`src/rtl/pwr_fault_seq_pkg.sv`:
```
package pwr_fault_seq_pkg;

  typedef enum logic [1:0] {
    CH_OFF   = 2'd0,
    CH_RAMP  = 2'd1,
    CH_ON    = 2'd2,
    CH_LATCH = 2'd3
  } ch_state_e;

  localparam logic [1:0] ADDR_CTRL   = 2'd0;
  localparam logic [1:0] ADDR_SETUP  = 2'd1;
  localparam logic [1:0] ADDR_STATUS = 2'd2;
  localparam logic [1:0] ADDR_FAULT  = 2'd3;

  // open-circuit check delay: base unit doubled per select step
  function automatic int unsigned oc_delay_ticks(input int unsigned unit,
                                                 input logic [1:0] sel);
    return unit << sel;
  endfunction

  // off time after a current-limit trip: 8x or 16x the limit window
  function automatic int unsigned retry_ticks(input int unsigned cl_ticks,
                                              input logic slow);
    return cl_ticks << (slow ? 4 : 3);
  endfunction

endpackage

```
`src/rtl/pwr_fault_seq_regs.sv`:
```
module pwr_fault_seq_regs
  import pwr_fault_seq_pkg::*;
#(
  parameter int NCH = 4
) (
  input  logic           clk,
  input  logic           rst_n,
  input  logic           reg_wr,
  input  logic [1:0]     reg_addr,
  input  logic [7:0]     reg_wdata,
  output logic [7:0]     reg_rdata,
  input  logic [NCH-1:0] pwr_ok,
  input  logic [NCH-1:0] cl_flt,
  input  logic [NCH-1:0] oc_flt,
  output logic [NCH-1:0] ch_en,
  output logic [1:0]     dly_sel,
  output logic           retry_slow,
  output logic           flt_clr
);

  logic unused_wdata;
  assign unused_wdata = ^reg_wdata;

  assign flt_clr = reg_wr && (reg_addr == ADDR_CTRL);

  always_ff @(posedge clk) begin
    if (!rst_n) begin
      ch_en      <= '0;
      dly_sel    <= 2'd0;
      retry_slow <= 1'b0;
    end else if (reg_wr) begin
      if (reg_addr == ADDR_CTRL)  ch_en <= reg_wdata[NCH-1:0];
      if (reg_addr == ADDR_SETUP) begin
        dly_sel    <= reg_wdata[7:6];
        retry_slow <= reg_wdata[5];
      end
    end
  end

  always_comb begin
    unique case (reg_addr)
      ADDR_CTRL:   reg_rdata = 8'(ch_en);
      ADDR_SETUP:  reg_rdata = {dly_sel, retry_slow, 5'b00000};
      ADDR_STATUS: reg_rdata = 8'h10 | 8'(pwr_ok);
      default:     reg_rdata = (8'(oc_flt) << 4) | 8'(cl_flt);
    endcase
  end

endmodule

```
`src/rtl/pwr_fault_seq_chan.sv`:
```
module pwr_fault_seq_chan
  import pwr_fault_seq_pkg::*;
#(
  parameter int CL_TICKS = 16,
  parameter int OC_UNIT  = 256
) (
  input  logic       clk,
  input  logic       rst_n,
  input  logic       en,
  input  logic [1:0] dly_sel,
  input  logic       retry_slow,
  input  logic       flt_clr,
  input  logic       pgood,
  input  logic       ovc,
  input  logic       unc,
  output logic       gate,
  output logic       pwr_ok,
  output logic       cl_flt,
  output logic       oc_flt,
  output logic       trip,
  output logic       oc_evt
);

  localparam int CLW = $clog2(CL_TICKS + 1);
  localparam int OCW = $clog2(OC_UNIT * 8);
  localparam int RTW = $clog2(CL_TICKS * 16);
  localparam logic [CLW-1:0] CL_LAST = CLW'(CL_TICKS - 1);

  ch_state_e      state;
  logic [CLW-1:0] cl_cnt;
  logic [OCW-1:0] oc_cnt;
  logic [RTW-1:0] rt_cnt;
  logic           oc_run;
  logic           active;
  logic           oc_expire;
  logic [OCW-1:0] oc_last;
  logic [RTW-1:0] rt_load;

  assign oc_last = OCW'(oc_delay_ticks(OC_UNIT, dly_sel) - 1);
  assign rt_load = RTW'(retry_ticks(CL_TICKS, retry_slow) - 1);

  assign active    = en && (state == CH_RAMP || state == CH_ON);
  assign trip      = active && ovc && (cl_cnt == CL_LAST);
  assign oc_expire = en && (state == CH_ON) && pgood && !trip && oc_run && (oc_cnt == oc_last);
  assign oc_evt    = oc_expire && unc;

  assign gate   = (state == CH_RAMP) || (state == CH_ON);
  assign pwr_ok = (state == CH_ON);

  always_ff @(posedge clk) begin
    if (!rst_n) begin
      state  <= CH_OFF;
      cl_cnt <= '0;
      oc_cnt <= '0;
      rt_cnt <= '0;
      oc_run <= 1'b0;
      cl_flt <= 1'b0;
      oc_flt <= 1'b0;
    end else begin
      cl_cnt <= (active && ovc && !trip) ? cl_cnt + 1'b1 : '0;

      unique case (state)
        CH_OFF: if (en) state <= CH_RAMP;
        CH_RAMP: begin
          if (!en) state <= CH_OFF;
          else if (trip) begin
            state  <= CH_LATCH;
            rt_cnt <= rt_load;
          end else if (pgood) begin
            state  <= CH_ON;
            oc_cnt <= '0;
            oc_run <= 1'b1;
          end
        end
        CH_ON: begin
          if (!en) state <= CH_OFF;
          else if (trip) begin
            state  <= CH_LATCH;
            rt_cnt <= rt_load;
          end else if (!pgood) state <= CH_RAMP;
          else if (oc_run) begin
            if (oc_cnt == oc_last) oc_run <= 1'b0;
            else oc_cnt <= oc_cnt + 1'b1;
          end
        end
        default: begin
          if (rt_cnt != '0) rt_cnt <= rt_cnt - 1'b1;
          else if (!cl_flt) state <= en ? CH_RAMP : CH_OFF;
        end
      endcase

      if (trip) cl_flt <= 1'b1;
      else if (flt_clr) cl_flt <= 1'b0;

      if (oc_evt) oc_flt <= 1'b1;
      else if (flt_clr) oc_flt <= 1'b0;
    end
  end

endmodule

```
`src/rtl/pwr_fault_seq.sv`:
```
module pwr_fault_seq
  import pwr_fault_seq_pkg::*;
#(
  parameter int NCH      = 4,
  parameter int CL_TICKS = 16,
  parameter int OC_UNIT  = 256
) (
  input  logic           clk,
  input  logic           rst_n,
  input  logic           reg_wr,
  input  logic [1:0]     reg_addr,
  input  logic [7:0]     reg_wdata,
  output logic [7:0]     reg_rdata,
  input  logic [NCH-1:0] pgood_i,
  input  logic [NCH-1:0] ovc_i,
  input  logic [NCH-1:0] unc_i,
  output logic [NCH-1:0] gate_o,
  output logic           fault_n_o
);

  logic [NCH-1:0] en_w;
  logic [NCH-1:0] pwr_ok_w;
  logic [NCH-1:0] cl_flt_w;
  logic [NCH-1:0] oc_flt_w;
  logic [NCH-1:0] trip_w;
  logic [NCH-1:0] ocevt_w;
  logic [1:0]     dly_sel_w;
  logic           retry_slow_w;
  logic           clr_w;

  pwr_fault_seq_regs #(.NCH(NCH)) u_regs (
    .clk        (clk),
    .rst_n      (rst_n),
    .reg_wr     (reg_wr),
    .reg_addr   (reg_addr),
    .reg_wdata  (reg_wdata),
    .reg_rdata  (reg_rdata),
    .pwr_ok     (pwr_ok_w),
    .cl_flt     (cl_flt_w),
    .oc_flt     (oc_flt_w),
    .ch_en      (en_w),
    .dly_sel    (dly_sel_w),
    .retry_slow (retry_slow_w),
    .flt_clr    (clr_w)
  );

  for (genvar g = 0; g < NCH; g++) begin : g_ch
    pwr_fault_seq_chan #(.CL_TICKS(CL_TICKS), .OC_UNIT(OC_UNIT)) u_ch (
      .clk        (clk),
      .rst_n      (rst_n),
      .en         (en_w[g]),
      .dly_sel    (dly_sel_w),
      .retry_slow (retry_slow_w),
      .flt_clr    (clr_w),
      .pgood      (pgood_i[g]),
      .ovc        (ovc_i[g]),
      .unc        (unc_i[g]),
      .gate       (gate_o[g]),
      .pwr_ok     (pwr_ok_w[g]),
      .cl_flt     (cl_flt_w[g]),
      .oc_flt     (oc_flt_w[g]),
      .trip       (trip_w[g]),
      .oc_evt     (ocevt_w[g])
    );
  end

  assign fault_n_o = !((|cl_flt_w) || (|oc_flt_w));

endmodule

```
`config.mk`:
```
export PLATFORM = sky130hd
export DESIGN_NAME = pwr_fault_seq
export DESIGN_NICKNAME = d
export VERILOG_FILES = /design/src/rtl/pwr_fault_seq_pkg.sv /design/src/rtl/pwr_fault_seq_regs.sv /design/src/rtl/pwr_fault_seq_chan.sv /design/src/rtl/pwr_fault_seq.sv
export SDC_FILE = /design/constraint.sdc
export NUM_CORES = 1
export LEC_CHECK = 0
export ABC_AREA = 1
export BUFFER_PORTS_ARGS = -buffer_cell sky130_fd_sc_hd__buf_2
export CAP_MARGIN = 20
export CORE_AREA = 2 2 126 128
export CTS_BUF_LIST = sky130_fd_sc_hd__clkbuf_2
export DETAILED_ROUTE_END_ITERATION = 6
export DIE_AREA = 0 0 128 130
export PLACE_DENSITY = 0.74
export SLEW_MARGIN = 0
export SYNTH_ARGS = -nofsm -noshare
export SYNTH_HDL_FRONTEND = slang
export SYNTH_SLANG_ARGS = --single-unit
```
`constraint.sdc`:
```
create_clock -name clk -period 2 [get_ports clk]
set_input_delay 0.2 -clock clk [delete_from_list [all_inputs] [get_ports clk]]
set_output_delay 0.2 -clock clk [all_outputs]
set_load 0.1 [all_outputs]
```
Yosys cells after proc, flatten, opt, wreduce, memory -nomap -nowiden
Index checks and enable logic that the tools add are counted.
{ "totals": {"ff_bits": 123, "input_bits": 25, "output_inout_bits": 13, "elab_cells": 377} }
{ "classes": {"addsub": 14, "eq_ne": 78, "n_shift": 2, "muxes": 143, "bitwise": 5, "n_reduce_logical": 104} }
{ "ops": {"columns": ["operator", "n"], "rows": [
  ["$mux 11", 32],
  ["$mux 8", 12],
  ["$pmux 11 s2", 4],
  ["$mux 2", 36],
  ["$ne 2x2->1 const B", 36],
  ["$pmux 8 s2", 4],
  ["$mux 1", 45],
  ["$add 11x1->11 const B", 4],
  ["$eq 11x11->1", 4],
  ["$logic_and 1x1->1", 41],
  ["$sub 8x1->8 const B", 5],
  ["$reduce_and 9->1", 4],
  ["$ne 4x3->1 const B", 8],
  ["$reduce_bool 2->1", 16],
  ["$reduce_bool 8->1", 4],
  ["$shl 5x32->8 const A", 1],
  ["$reduce_and 7->1", 4],
  ["$pmux 2 s3", 4],
  ["$pmux 8 s3", 1],
  ["$add 5x1->5 const B", 4],
  ["$eq 5x4->1 const B", 4],
  ["$reduce_and 5->1", 4],
  ["$ne 2x1->1 const B", 8],
  ["$ne 4x2->1 const B", 4],
  ["16 further kinds", 57]
]} }

Depth between registers and ports, before layout
{ "depth": {"word_depth": 11, "ltp_mapped": 13, "mapped_depth_nobuf": 12} }

Modules after synthesis
From an unflattened synthesis, not the netlist that was laid out.
{ "unflattened": {"cells_unflattened": 1237, "area_unflattened_um2": 7908.8} }
{ "modules_own_cells": {"columns": ["module", "n_inst", "cells_each", "area_each_um2", "seq_area_each_um2"], "rows": [
  ["pwr_fault_seq_chan (g_ch[0].u_ch ...)", 2, 288, 1861.8, 580.6],
  ["pwr_fault_seq_chan (g_ch[2].u_ch)", 1, 289, 1869.3, 580.6],
  ["pwr_fault_seq_chan (g_ch[3].u_ch)", 1, 289, 1845.5, 580.6],
  ["pwr_fault_seq_regs", 1, 76, 444.2, 140.1],
  ["pwr_fault_seq", 1, 7, 26.3, 0.0]
]} }

Worst setup path after synthesis
OpenSTA, ideal clock, no wires.
{ "synth_path": {"path_type": "reg-to-output", "startpoint": "register u_regs.dly_sel[0]", "endpoint": "output port reg_rdata[6]", "arrival_time_ns": 2.622, "required_ns": 1.800, "path_slack_ns": -0.822, "stages_incl_launch_ff": 4, "path_buffers": 1, "path_cell_list": "dfxtp_1 > buf_2 > inv_1 > o21ai_0"} }
{ "synth_between": {"elab_chain_len": 1} }
{ "synth_lines": {"columns": ["element", "line_no", "rtl"], "rows": [
  ["start, declared", "pwr_fault_seq_regs.sv:16", "output logic [1:0] dly_sel,"],
  ["start signal, assigned", "pwr_fault_seq_regs.sv:34", "dly_sel <= reg_wdata[7:6];"],
  ["$pmux 8 s3", "pwr_fault_seq_regs.sv:41", "unique case (reg_addr)"],
  ["end, declared", "pwr_fault_seq.sv:13", "output logic [7:0] reg_rdata,"]
]} }
Every way passes these cells.

Final worst setup path
{ "layout_path": {"startpoint": "register g_ch[3].u_ch.state[0]", "endpoint": "output port reg_rdata[3]"} }
{ "layout_between": {"elab_chain_len": 2} }
{ "layout_lines": {"columns": ["element", "line_no", "rtl"], "rows": [
  ["start, declared", "pwr_fault_seq_chan.sv:29", "ch_state_e state;"],
  ["start signal, assigned", "pwr_fault_seq_chan.sv:88", "else if (!cl_flt) state <= en ? CH_RAMP : CH_OFF;"],
  ["$eq 2x2->1", "pwr_fault_seq_chan.sv:48", "assign pwr_ok = (state == CH_ON);"],
  ["$pmux 8 s3", "pwr_fault_seq_regs.sv:41", null]
]} }
Every way passes these cells.

==> impl_metrics.ini <==
[outcome]
status = complete, but fails checks
violations = setup timing

[logic_synthesis]
synth_compound_area_share_pct = 11.47
synthArstFlopShare_pct = 0
ys.flop_type = dfxtp_1
synthCells = 1161
synth_top_cells_by_count = 266 x nand2_1, 176 x nor2_1, 126 x nand3_1, 123 x dfxtp_1, 115 x inv_1
synth_nets = 1222
yosysTopAreaCell = dfxtp_1
synth.mux.area_fraction_pct = 0
synth-simple-area-share_pct = 36.35
synth_xor_area_share_pct = 4.423
ys_seq_elements = 123
synth_adder_area_share_pct = 5.986
synth-edff-count = 0
synth_top_area_share_pct = 32.72
yosysWarningCount = 0
ys_seq_area_share_pct = 32.72
synth_cell_type_count = 37
synth_top_family_by_area = simple AND/OR/NAND/NOR gates
syn-cell-area_sq_um = 7525
synth_area_leaders = dfxtp_1 33%, nand2_1 13%, nor2_1 8.8%
synth.most_common_cell = nand2_1
avgSynthCellArea_sq_um = 6.481

[drt]
wl_per_cell_um = 13.08
wirelength_mm = 19.38
firstDrtPassIters = 5
ant_nets = 0
routed_via_density = 5.260
drc_errors = 0
drtIter0Drc = 466
routed-via-count = 7795

[clock_network]
cts-root-buf = clkbuf_2
cts_tree = yes
clk_pin_slew_ns = 0.20
cts_sinks = 123
htreeDepth = 4
cts_inserted_buffers = 17
clock_latency_ns = 0.73
clock_path_buffers = 2

[power]
ir_worst_vdd_uv = 1222
power_mw = 10.65
p_leak_nw = 3.813
cellPowerDensity_nw_per_um2 = 1123

[flow_run]
maxCapViolations = 0

[timing]
layout_min_cycle_time_ns = 2.069
fin_crit_sh_pct = 103.5
worst_slack_ns = -0.06914
max_freq_mhz = 483.3
grt_setup_unrepaired = yes
whs_ns = 0.2705
finClkSkew_ns = 0.02170
setup_viol = 5
hold_viol = 0
slew_viol_final = 0
tightest_slew_ns = 0.6113
relSlewSlack_pct = 59.15

[placed_design]
gp_congestion = 0.8927
place_ws_ns = 0.08371
dp_hpwl_mm = 12.85
portBuffers = 36
place_inst = 1393

[hold_path]
hold_path.class = in -> reg

[cells_and_area]
register_area_sq_um = 2514
syn2layout_area_growth_pct = 25.97
antenna_cells = 0
drive_above_1_share_pct = 18.06
fin_nets = 1338
fin_util_pct = 61.45
fillers = 1357
stdcell_count = 1482
multi_input_area_sq_um = 4626

[global_route]
grt_antenna_before_repair = 0
grt_pass1_wl_mm = 31.64
grt_pass1_vias = 7087
overflow = 0
grt_max_degree = 36
track_usage_pct = 23.16

[floorplanning]
start_util_pct = 48.78
die_h_um = 130
dieArea_sq_um = 16640
std_cell_rows = 46
core_area_sq_um = 15420
ios = 38
die_x_um = 128

[critical_path]
worstPathArrival_ns = 1.87
cp-start-kind = register
crit_fanout = 3
crit_required_ns = 1.80
critPathKind = reg -> out
crit_path_end_kind = output port
kinds of logic (layout without fill, tap and decap cells):
group | Yosys count | count (layout)
compound gates | 164 | 164
buf+inv | 165 | 294
fa+ha+maj | 36 | 36
flops | 123 | 123
simple gates | 635 | 635
xor+xnor | 38 | 38
routing by layer:
metal  share of wire [%]  wire length [um]  global-route usage [%]  vias to the layer above
met4                 3.1               592                   10.02                        0
li1                    -                 -                       -                     4001
met5                   0                 0                       0                        -
met1                  45              8764                   29.08                     3539
met3                 4.7               906                   3.854                       48
met2                  47              9120                   39.51                      207
cell usage in the layout (no fill, tap or decap), types with 9 or more instances in the layout:
cell type,instances
nand2_1,256
nor2_1,170
nand3_1,125
inv_1,103
dfxtp_1,102
a21oi_1,89
buf_4,57
o21ai_0,40
dlygate4sd3_1,32
xor2_1,28
nand4_1,25
ha_1,25
buf_2,24
clkbuf_2,17
inv_2,16
o21ai_1,12
nand2_2,11
dfxtp_2,11
nor3_1,10
xnor2_1,10
dfxtp_4,10
buf_6,10
nor2_2,9
buf_12,9
final timing paths:
check / slack [ns] / cells after the start / to / start
min: 0.27 / 4 / u_regs.ch_en[1] / reg_addr[1]
max reg2reg: 0.10 / 13 / g_ch[1].u_ch.oc_cnt[8] / g_ch[1].u_ch.state[0]
min reg2reg: 0.43 / 1 / g_ch[3].u_ch.cl_cnt[0] / g_ch[3].u_ch.cl_cnt[0]
max: -0.07 / 5 / reg_rdata[3] / g_ch[3].u_ch.state[0]
metrics by stage:
stage	setup TNS, ns	area [sq um]
after floorplan	-0.4161	7564
after global placement	0	8155
after detailed placement	0	8155
after CTS	-0.5192	9228
after global routing	-0.9183	9479
final	-0.1354	9479
final cells by class:
type,instances,area share [%]
well taps,192,2.534
clock inverters,15,3.102
repair buffers,135,12.94
multi-input cells,873,48.80
clock buffers,17,0.8976
flip-flops and latches,123,26.52
inverters,127,5.214
registers in the layout (all words and copies together) (netlist names):
register           count
g_ch.u_ch.cl_cnt      20
g_ch.u_ch.cl_flt       4
g_ch.u_ch.oc_run       4
g_ch.u_ch.state        8
g_ch.u_ch.rt_cnt      32
g_ch.u_ch.oc_flt       4
g_ch.u_ch.oc_cnt      44
u_regs.ch_en           4
u_regs.retry_slow      1
u_regs.dly_sel         2
critical path: stages (launching register included):
cell       delay, ns
dfxtp_2         0.38
inv_4           0.07
ha_4            0.15
nand2_2         0.05
o211ai_1        0.21
clkbuf_16       0.28
power by group:
group	internal, mW	switching [mW]	total [mW]	leakage [nW]
Clock	1.33	1.03	2.35	0.201
Combinational	2.14	3.16	5.30	2.60
Sequential	2.74	0.254	2.99	1.01
Total	6.20	4.44	10.6	3.81
timing repair:
item	CTS	global route
gates cloned	0	1
pin swaps	10	10
hold endpoints to repair	73	0
endpoints found under the setup margin	13	72
buffers inserted	16	12
gates resized for setup	78	50
hold buffers	32	0
Note: power is estimated with default switching activity, not from simulation.
